## config.mk

```make
export PLATFORM = sky130hd
export DESIGN_NAME = modem_status_unit
export DESIGN_NICKNAME = d
export VERILOG_FILES = /design/src/rtl/msu_pkg.sv /design/src/rtl/msu_sync.sv /design/src/rtl/msu_ctrl_reg.sv /design/src/rtl/msu_status.sv /design/src/rtl/modem_status_unit.sv
export SDC_FILE = /design/constraint.sdc
export NUM_CORES = 1
export LEC_CHECK = 0
export BUFFER_PORTS_ARGS = -buffer_cell sky130_fd_sc_hd__buf_2
export CAP_MARGIN = 5
export CELL_PAD_IN_SITES_DETAIL_PLACEMENT = 2
export CELL_PAD_IN_SITES_GLOBAL_PLACEMENT = 2
export CORE_MARGIN = 10
export CORE_UTILIZATION = 30
export CTS_CLUSTER_SIZE = 25
export DETAILED_ROUTE_END_ITERATION = 6
export GPL_TIMING_DRIVEN = 1
export HOLD_SLACK_MARGIN = 0.06
export MAX_ROUTING_LAYER = met4
export PLACE_DENSITY = 0.84
export SKIP_CTS_REPAIR_TIMING = 1
export SYNTH_ARGS = -nofsm -noshare
export SYNTH_HDL_FRONTEND = slang
export SYNTH_HIERARCHICAL = 1
export SYNTH_SLANG_ARGS = --single-unit
```

## constraint.sdc

```tcl
create_clock -name clk -period 2.55 [get_ports clk]
set_input_delay 0.1275 -clock clk [delete_from_list [all_inputs] [get_ports clk]]
set_output_delay 0.1275 -clock clk [all_outputs]
set_load 0.03 [all_outputs]
```

## src/rtl/msu_pkg.sv

```systemverilog
package msu_pkg;

  localparam int NLINES = 4;
  localparam int CTL_W  = 5;
  localparam int REG_W  = 8;

  // index of each line inside a nibble (status high nibble and change nibble)
  localparam int IX_CTS = 0;
  localparam int IX_DSR = 1;
  localparam int IX_RI  = 2;
  localparam int IX_DCD = 3;

  // control register fields
  localparam int CB_DTR  = 0;
  localparam int CB_RTS  = 1;
  localparam int CB_OUT1 = 2;
  localparam int CB_OUT2 = 3;
  localparam int CB_LOOP = 4;

  typedef logic [NLINES-1:0] line_nib_t;

  localparam line_nib_t        LINE_RST = 4'b1011;   // dcd, dsr, cts asserted
  localparam logic [CTL_W-1:0] CTL_RST  = 5'b01000;  // out2 only

endpackage

```

## src/rtl/msu_sync.sv

```systemverilog
module msu_sync #(
  parameter int              W       = 4,
  parameter int              STAGES  = 2,
  parameter logic [W-1:0]    RST_VAL = '0
) (
  input  logic         clk,
  input  logic         rst_n,
  input  logic [W-1:0] async_i,
  output logic [W-1:0] sync_o
);

  logic [STAGES-1:0][W-1:0] stg_q;
  logic [STAGES-1:0][W-1:0] stg_d;

  always_comb begin
    for (int k = 0; k < STAGES; k++) begin
      if (k == 0) stg_d[k] = async_i;
      else        stg_d[k] = stg_q[k-1];
    end
  end

  always_ff @(posedge clk or negedge rst_n) begin
    if (!rst_n) begin
      for (int k = 0; k < STAGES; k++) stg_q[k] <= RST_VAL;
    end else begin
      stg_q <= stg_d;
    end
  end

  assign sync_o = stg_q[STAGES-1];

endmodule

```

## src/rtl/msu_ctrl_reg.sv

```systemverilog
module msu_ctrl_reg
  import msu_pkg::*;
(
  input  logic             clk,
  input  logic             rst_n,
  input  logic             wr_en,
  input  logic [CTL_W-1:0] wr_val,
  output logic [CTL_W-1:0] ctl_q,
  output logic             loop_o,
  output logic             dtr_o,
  output logic             rts_o,
  output logic             out1_o,
  output logic             out2_o
);

  logic [CTL_W-1:0] ctl_d;
  logic             ctl_en;

  assign ctl_en = wr_en;

  always_comb begin
    ctl_d = ctl_q;
    if (ctl_en) ctl_d = wr_val;
  end

  always_ff @(posedge clk or negedge rst_n) begin
    if (!rst_n)      ctl_q <= CTL_RST;
    else if (ctl_en) ctl_q <= ctl_d;
  end

  assign loop_o = ctl_q[CB_LOOP];
  // outgoing lines parked inactive while looped back
  assign dtr_o  = ctl_q[CB_DTR]  & ~loop_o;
  assign rts_o  = ctl_q[CB_RTS]  & ~loop_o;
  assign out1_o = ctl_q[CB_OUT1] & ~loop_o;
  assign out2_o = ctl_q[CB_OUT2] & ~loop_o;

endmodule

```

## src/rtl/msu_status.sv

```systemverilog
module msu_status
  import msu_pkg::*;
(
  input  logic             clk,
  input  logic             rst_n,
  input  line_nib_t        lines_i,
  input  logic             loop_i,
  input  logic [CTL_W-2:0] ctl_i,
  input  logic             rd_en,
  output logic [REG_W-1:0] rd_data,
  output logic             delta_any,
  output line_nib_t        level_q,
  output line_nib_t        delta_q
);

  line_nib_t level_d;
  line_nib_t delta_d;
  line_nib_t seen;
  line_nib_t loop_view;
  logic      track_en;

  assign track_en = ~loop_i;

  // change detection; ring only on its trailing edge
  always_comb begin
    seen         = lines_i ^ level_q;
    seen[IX_RI]  = level_q[IX_RI] & ~lines_i[IX_RI];
  end

  always_comb begin
    level_d = lines_i;
    delta_d = (rd_en ? '0 : delta_q) | seen;
  end

  always_ff @(posedge clk or negedge rst_n) begin
    if (!rst_n) begin
      level_q <= LINE_RST;
      delta_q <= '0;
    end else if (track_en) begin
      level_q <= level_d;
      delta_q <= delta_d;
    end
  end

  always_comb begin
    loop_view         = '0;
    loop_view[IX_DCD] = ctl_i[CB_OUT2];
    loop_view[IX_RI]  = ctl_i[CB_OUT1];
    loop_view[IX_DSR] = ctl_i[CB_DTR];
    loop_view[IX_CTS] = ctl_i[CB_RTS];
  end

  assign rd_data   = loop_i ? {loop_view, 4'b0000} : {level_q, delta_q};
  assign delta_any = track_en & (|delta_q);

endmodule

```

## src/rtl/modem_status_unit.sv

```systemverilog
module modem_status_unit
  import msu_pkg::*;
#(
  parameter int SYNC_STAGES = 2
) (
  input  logic             clk,
  input  logic             rst_n,
  input  logic             line_cts,
  input  logic             line_dsr,
  input  logic             line_dcd,
  input  logic             line_ri,
  input  logic             ctl_wr_en,
  input  logic [REG_W-1:0] ctl_wr_data,
  output logic [REG_W-1:0] ctl_rd_data,
  input  logic             stat_rd_en,
  output logic [REG_W-1:0] stat_rd_data,
  output logic             pin_dtr,
  output logic             pin_rts,
  output logic             pin_out1,
  output logic             pin_out2,
  output logic             stat_delta_any
);

  line_nib_t        raw_nib;
  line_nib_t        sync_nib;
  line_nib_t        level_q;
  line_nib_t        delta_q;
  logic [CTL_W-1:0] ctl_q;
  logic             loop_en;
  logic             unused_hi;

  always_comb begin
    raw_nib         = '0;
    raw_nib[IX_CTS] = line_cts;
    raw_nib[IX_DSR] = line_dsr;
    raw_nib[IX_DCD] = line_dcd;
    raw_nib[IX_RI]  = line_ri;
  end

  assign unused_hi = ^ctl_wr_data[REG_W-1:CTL_W];

  msu_sync #(
    .W       (NLINES),
    .STAGES  (SYNC_STAGES),
    .RST_VAL (LINE_RST)
  ) u_sync (
    .clk     (clk),
    .rst_n   (rst_n),
    .async_i (raw_nib),
    .sync_o  (sync_nib)
  );

  msu_ctrl_reg u_ctrl (
    .clk    (clk),
    .rst_n  (rst_n),
    .wr_en  (ctl_wr_en),
    .wr_val (ctl_wr_data[CTL_W-1:0]),
    .ctl_q  (ctl_q),
    .loop_o (loop_en),
    .dtr_o  (pin_dtr),
    .rts_o  (pin_rts),
    .out1_o (pin_out1),
    .out2_o (pin_out2)
  );

  msu_status u_stat (
    .clk       (clk),
    .rst_n     (rst_n),
    .lines_i   (sync_nib),
    .loop_i    (loop_en),
    .ctl_i     (ctl_q[CTL_W-2:0]),
    .rd_en     (stat_rd_en),
    .rd_data   (stat_rd_data),
    .delta_any (stat_delta_any),
    .level_q   (level_q),
    .delta_q   (delta_q)
  );

  assign ctl_rd_data = {{(REG_W-CTL_W){1'b0}}, ctl_q};

endmodule

```

; ---- Word level (Yosys, flattened, before mapping)
; Cells that the tools add are included.
[word_totals]
wordCells = 18
register_bits = 21
[classes]
reduce_logical = 1
n_mux = 2
bitwise = 10
[op_table]
columns = op, count
row1 = 2-to-1 mux 8 bit, 1
row2 = bitwise AND 1 bit, 6
row3 = 2-to-1 mux 4 bit, 1
row4 = OR 4 bit, 1
row5 = OR reduction 4 bit, 1
row6 = bitwise XOR 4 bit, 1
row7 = NOT 1 bit, 2

; ---- Logic depth before layout (Yosys ltp)
; Gate-level depths: netlist of the first run.
[depth]
word_depth = 3
mapped_depth = 4

; ---- Modules after synthesis
; Netlist of the first run, hierarchy kept.
[by_module_without_submodules]
columns = mod, n_inst, area_each_um2, cells_each
row1 = msu_status, 1, 440.4, 33
row2 = msu_ctrl_reg, 1, 215.2, 15
row3 = msu_sync, 1, 207.7, 8
row4 = modem_status_unit, 1, 26.3, 4

; ---- Worst setup path before layout of the first run
; No wires, ideal clock.
[synth_path]
kind = register -> output
from = reg u_ctrl.ctl_q[4]
to = out stat_rd_data[0]
t_required_ps = 2423
n_path_buf = 2
stages_incl_launch_ff = 4
arrival_ps = 1137
slack_ps = 1285
path_cell_list = dfrtp_1 buf_6 buf_8 nor2b_1
[synth_between]
elab_chain_cells = 1
[synth_lines]
columns = element, line_no
row1 = start: declaration, msu_ctrl_reg.sv:8  ; output logic [CTL_W-1:0] ctl_q,
row2 = start signal: assignment, msu_ctrl_reg.sv:28  ; else if (ctl_en) ctl_q <= ctl_d;
row3 = 2-to-1 mux 8 bit, msu_status.sv:53  ; assign rd_data = loop_i ? {loop_view, 4'b0000} : {level_q, delta_q};
row4 = end: declaration, modem_status_unit.sv:16  ; output logic [REG_W-1:0] stat_rd_data,
; Every way passes these cells.

; ---- Worst setup path in the final report of the first run
[layout_path]
from = reg u_ctrl.ctl_q[4]
to = out stat_rd_data[4]
; The elaborated chain is that of the path after synthesis.

==> impl_metrics.csv, run 1 <==
group,metric,value,unit
worst_hold_path,min-delay-path-class,"in2reg",
floorplanning,core,2810,sq um
logic_synthesis,synth_top_cell_by_area,"dfrtp_1",
critical_path,critPathKind,"reg2out",
cts,clk_pin_slew_worst_paths,0.11,ns
critical_path,end_kind,"output pin",
pwr,finalPower,0.000819,W
timing,period_needed,1.91,ns
logic_synthesis,synth_area_leaders,"dfrtp_1, dfstp_2, mux2_2, mux2_1, nor2b_1",
global_routing,met2_usage,12.6,%
critical_path,r2r_end,"u_stat/level_q[2]",
critical_path,arrival,1.78,ns
timing,timing.fmax,0.524,GHz
global_routing,gr-total-overflow,0,
cts,cts_tree,"built",
cells_and_area,layout.nets,117,
timing,setup_viol_count_final,0,
route,routedWlPerCell,16.2,um
global_routing,gr-usage-all-layers,7.50,%
global_routing,grtUsageMet3,3.46,%
logic_synthesis,syn_avg_cell_area,14.8,sq um
critical_path,cp.required,2.42,ns
route,drtAntennaViolNets,0,
logic_synthesis,synth-seq-cells,21,
logic_synthesis,yosysSeqAreaShare,60.5,%
pwr,power_density,709,nW/um^2
timing,rsz0062_at_grt,"false",
cts,clkLatencyLatePin,0.30,ns
timing,finalSetupTns,0,ns
timing,relSlewSlack,46.3,%
cts,cts_buffers,3,
global_routing,grt_use_met1,7.59,%
logic_synthesis,synth_top_area_share,30.9,%
job,max_cap_viol_count,0,
worst_hold_path,min-delay-start,"stat_rd_en",
floorplanning,start_util,31.7,%
cells_and_area,syn2layout_area_growth,30.0,%
route,vias,596,
global_routing,grt_pass1_wl,3.01,mm
critical_path,r2r-start,"u_ctrl/ctl_q[4]",
pwr,ir_drop,0.337,mV
timing,timing.final.crit_share,74.9,%
route,dr.pass1.iters,2,
global_routing,antenna_found_initial,0,
outcome,status,"complete, no violations",
cts,clockBufferDepth,2,
critical_path,cp-start-kind,"flop",
critical_path,rrSetupSlack,1.15,ns
pwr,cellLeakagePower,0.533,nW
cells_and_area,insertedDiodeCount,0,
timing,worst_slew_pin_slew,0.806,ns
logic_synthesis,synth_warnings,6,
route,drtIter0Drc,19,
logic_synthesis,netlist_area,890,sq um
critical_path,reg2reg_depth,1,
timing,slew_violations,0,
worst_hold_path,hold_depth,3,
cts,clock_sinks,21,
logic_synthesis,ys_types,17,
cts,root_buffer,"clkbuf_4",
floorplanning,rows,19,
timing,finClkSkew,0.00547,ns
cells_and_area,fillers,292,
route,drc,0,
worst_hold_path,hold_end,"u_stat/delta_q[1]",
global_routing,grt_pass1_vias,616,
floorplanning,dieArea,5540,sq um
global_routing,busiest_layer,"met2",
global_routing,grt_max_degree,25,
floorplanning,die_h,74.5,um
route,viasPerCell,4.55,
floorplanning,io_pins,37,
placed_design,io_buffers,30,
timing,hold-worst-slack,0.138,ns
floorplanning,die_x,74.5,um
placed_design,gp_congestion,0.680,
timing,finalHoldViolations,0,
cts,htree_levels,1,
critical_path,critPathMaxFanout,24,
cells_and_area,layout-drive-gt1-share,52.0,%
route,routed_wl,2.12,mm
logic_synthesis,syn_inst,60,
## metrics by stage
step           utilization [%]  setup slack [ns]  area (sq um)  cells
3_5_place_dp              36.7              1.00          1030    117
6_report                  41.2             0.641          1160    131
5_1_grt                   41.2             0.523          1160    131
4_1_cts                   37.6             0.644          1060    121
3_3_place_gp              36.7              1.00          1030    117
2_1_floorplan                -              1.29           897     62
## critical path, cell delays in order, from the launching register on
cell	delay, ns
dfrtp_1	0.88
mux2_2	0.41
buf_2	0.18
## cell usage after synthesis
| library cell | count |
|---|---|
| a22o_1 | 1 |
| and2b_1 | 2 |
| buf_4 | 4 |
| buf_6 | 1 |
| buf_8 | 1 |
| conb_1 | 1 |
| dfrtp_1 | 11 |
| dfstp_2 | 10 |
| mux2_1 | 5 |
| mux2_2 | 7 |
| mux2_4 | 1 |
| nand2b_4 | 1 |
| nor2_1 | 2 |
| nor2b_1 | 6 |
| nor4_1 | 1 |
| o2bb2ai_1 | 3 |
| xnor2_1 | 3 |
## registers in the layout, indices dropped and copies added (netlist names)
| register | cells |
|---|---|
| u_stat/delta_q | 4 |
| u_ctrl/ctl_q | 5 |
| u_sync/stg_d | 4 |
| u_sync/sync_o | 4 |
| u_stat/level_q | 4 |
## routing by layer
layer,routed length [um],vias to the layer above
met5,0,-
met4,26,0
met2,1130,17
met3,130,4
met1,827,298
li1,-,277
## power breakdown
group	switching [W]	internal, W	total (W)
Sequential	0.0000414	0.000383	0.000425
Combinational	0.000140	0.0000973	0.000238
Clock	0.0000961	0.0000610	0.000157
## how the worst max path moves through the flow
stage	endpoint	from	slack [ns]	cells after the start
2_1_floorplan	stat_rd_data[0]	u_ctrl/ctl_q[4]	1.29	3
3_3_place_gp	stat_rd_data[7]	u_ctrl/ctl_q[4]	1.00	2
3_5_place_dp	stat_rd_data[4]	u_ctrl/ctl_q[4]	1.00	2
4_1_cts	stat_rd_data[4]	u_ctrl/ctl_q[4]	0.64	2
5_1_grt	stat_rd_data[4]	u_ctrl/ctl_q[4]	0.52	2
6_report	stat_rd_data[4]	u_ctrl/ctl_q[4]	0.64	2
## layout make-up
class | count | area, sq um | area share (%)
repair buffers | 40 | 250 | 21.6
clock buffers | 4 | 26.3 | 2.27
multi-input cells | 35 | 303 | 26.2
well taps | 31 | 38.8 | 3.35
flip-flops and latches | 21 | 538 | 46.5
## kinds of logic after synthesis
group | Yosys count | synth area share, %
other cells | 1 | 0.422
flops | 21 | 60.5
buf+inv | 6 | 6.33
mux | 13 | 16.9
simple gates | 12 | 9.00
xor+xnor | 3 | 2.95
compound gates | 4 | 3.94
## cell usage in the layout, fill, tap and decap left out, types with 2 or more instances in the layout
master and instances:
buf_2 30, dfrtp_1 11, dlygate4sd3_1 10, dfstp_2 10, mux2_2 7, nor2b_1 6
mux2_1 5, conb_1 3, clkbuf_4 3, xnor2_1 3, o2bb2ai_1 3, and2b_1 2
nor2_1 2
Note: power is estimated with default switching activity, not from simulation.
==> run 2: changes to the inputs <==
--- a/config.mk
+++ b/config.mk
@@ -10,13 +10,13 @@
 export CELL_PAD_IN_SITES_DETAIL_PLACEMENT = 2
 export CELL_PAD_IN_SITES_GLOBAL_PLACEMENT = 2
 export CORE_MARGIN = 10
-export CORE_UTILIZATION = 30
+export CORE_UTILIZATION = 29
 export CTS_CLUSTER_SIZE = 25
 export DETAILED_ROUTE_END_ITERATION = 6
 export GPL_TIMING_DRIVEN = 1
 export HOLD_SLACK_MARGIN = 0.06
 export MAX_ROUTING_LAYER = met4
-export PLACE_DENSITY = 0.84
+export PLACE_DENSITY = 0.81
 export SKIP_CTS_REPAIR_TIMING = 1
 export SYNTH_ARGS = -nofsm -noshare
 export SYNTH_HDL_FRONTEND = slang
==> constraint.sdc (replaced) <==
create_clock -name clk -period 1.9 [get_ports clk]
set_input_delay 0.095 -clock clk [delete_from_list [all_inputs] [get_ports clk]]
set_output_delay 0.095 -clock clk [all_outputs]
set_load 0.03 [all_outputs]
==> run 2 against run 1 <==
Compared with the run above:
- clock power grew 41%
- sequential power increased by 34%
- non-clock buffer count increased by 1
- critical path depth stayed put
- combinational power increased by 38%
- highest routed layer unchanged
==> impl_metrics.csv, run 2 (synthesis results as in run 1) <==
group,metric,value,unit
critical_path,arrival,1.51,ns
route,top_layer_used,"met4",
timing,hold-worst-slack,0.0992,ns
job,max_cap_viol_count,0,
route,viasPerCell,4.49,
timing,timing.fmax,0.623,GHz
timing,slew_violations,0,
route,drtAntennaViolNets,0,
floorplanning,start_util,29.6,%
floorplanning,die_h,75.4,um
pwr,ir_drop,0.466,mV
critical_path,critPathKind,"reg2out",
cells_and_area,largest_reg_flops,5,
route,routed_wl,2.44,mm
route,drc,0,
route,dr_wl_met2,1.46,mm
global_routing,antenna_found_initial,0,
route,routedWlPerCell,18.2,um
cts,clockBufferDepth,2,
floorplanning,io_pins,37,
placed_design,gp_congestion,0.695,
placed_design,place_hpwl,1.74,mm
global_routing,gr-total-overflow,0,
cells_and_area,layout.nets,118,
pwr,cellLeakagePower,0.539,nW
cells_and_area,final_area,1170,sq um
route,wl_met1,836,um
worst_hold_path,min-delay-path-class,"in2reg",
critical_path,cp-start-kind,"flop",
cells_and_area,insertedDiodeCount,0,
timing,timing.final.crit_share,84.5,%
timing,finalHoldViolations,0,
critical_path,cp.required,1.80,ns
floorplanning,die_x,75.4,um
cells_and_area,mostFrequentLayoutCells,"buf_2, dlygate4sd3_1, dfrtp_1, dfstp_2, mux2_2",
cts,clk_pin_slew_worst_paths,0.12,ns
cts,cts_buffers,3,
global_routing,grt_max_degree,22,
placed_design,io_buffers,30,
outcome,status,"complete, no violations",
timing,finalSetupTns,0,ns
floorplanning,core,3000,sq um
cts,htree_levels,1,
floorplanning,dieArea,5680,sq um
route,dr.pass1.iters,2,
cells_and_area,multi_input_area,303,sq um
cts,cts_tree,"built",
pwr,finalPower,0.00112,W
cells_and_area,regMostFlops,"u_ctrl/ctl_q",
global_routing,gr-usage-all-layers,8.67,%
cells_and_area,syn2layout_area_growth,31.4,%
timing,finClkSkew,0.00580,ns
cells_and_area,final-seq-area,539,sq um
cts,root_buffer,"clkbuf_4",
timing,rsz0062_at_grt,"false",
cells_and_area,final_common_cell,"buf_2",
cts,clock_sinks,21,
route,dr_wl_met3,113,um
critical_path,end_kind,"output pin",
critical_path,critPathMaxFanout,21,
cells_and_area,layout-drive-gt1-share,54.5,%
route,vias,601,
cts,clkLatencyLatePin,0.31,ns
global_routing,grt_pass1_wl,3.53,mm
timing,period_needed,1.61,ns
placed_design,placed_cell_area,1040,sq um
cells_and_area,fillers,326,
route,drtIter0Drc,18,
global_routing,grt_pass1_vias,663,
floorplanning,rows,20,
pwr,power_density,957,nW/um^2
timing,setup_viol_count_final,0,
[run 2: changes by cell type in the layout (fill, tap and decap cells not counted), sizes merged]
| cell | previous run | this run |
|---|---|---|
| buf | 30 | 31 |
| clkbuf | 4 | 3 |
| clkinv | 0 | 1 |
[run 2: layout make-up]
cell class,instances,share of cell area [%]
tap,33,3.53
sequential,21,46.1
multi-input combinational,35,25.9
clock buffer,3,1.93
clock inverter,1,0.428
timing repair buffer,41,22.1
[run 2: worst paths after layout]
path | from | end | slack [ns] | depth (start not counted)
setup / recovery | u_ctrl/ctl_q[4] | stat_rd_data[4] | 0.29 | 2
hold / removal | stat_rd_en | u_stat/delta_q[1] | 0.1 | 3
setup reg to reg | u_ctrl/ctl_q[4] | u_stat/delta_q[2] | 0.64 | 3
hold reg to reg | u_sync/stg_d[6] | u_sync/sync_o[2] | 0.36 | 0
max in group asynchronous | rst_n | u_stat/level_q[3] | 1.29 | 2
min in group asynchronous | rst_n | u_sync/stg_d[6] | 0.25 | 2
[run 2: metal layers]
metal | track usage [%] | vias to the layer above
li1 | - | 277
met5 | - | -
met4 | 3.09 | 0
met1 | 8.38 | 305
met2 | 16.3 | 15
met3 | 2.08 | 4
[run 2: where the power goes]
group	switching [W]	internal (W)	leakage, nW	total (W)
clock network	0.000142	0.0000787	0.0177	0.000221
registers	0.0000552	0.000515	0.232	0.000570
logic	0.000195	0.000133	0.289	0.000328
[run 2: worst max-delay path, stage by stage, from the launching register on]
cell and delay (ns):
dfrtp_2 0.63, mux2_2 0.39, buf_2 0.19
[run 2: per-stage QoR]
step / std cells / setup WS (ns) / util [%]
final: 134 / 0.294 / 38.9
after global routing: 134 / 0.210 / 38.9
after CTS: 124 / 0.0720 / 35.5
after detailed placement: 120 / 0.441 / 34.6
after global placement: 120 / 0.481 / 34.6
after floorplan: 62 / 0.668 / -
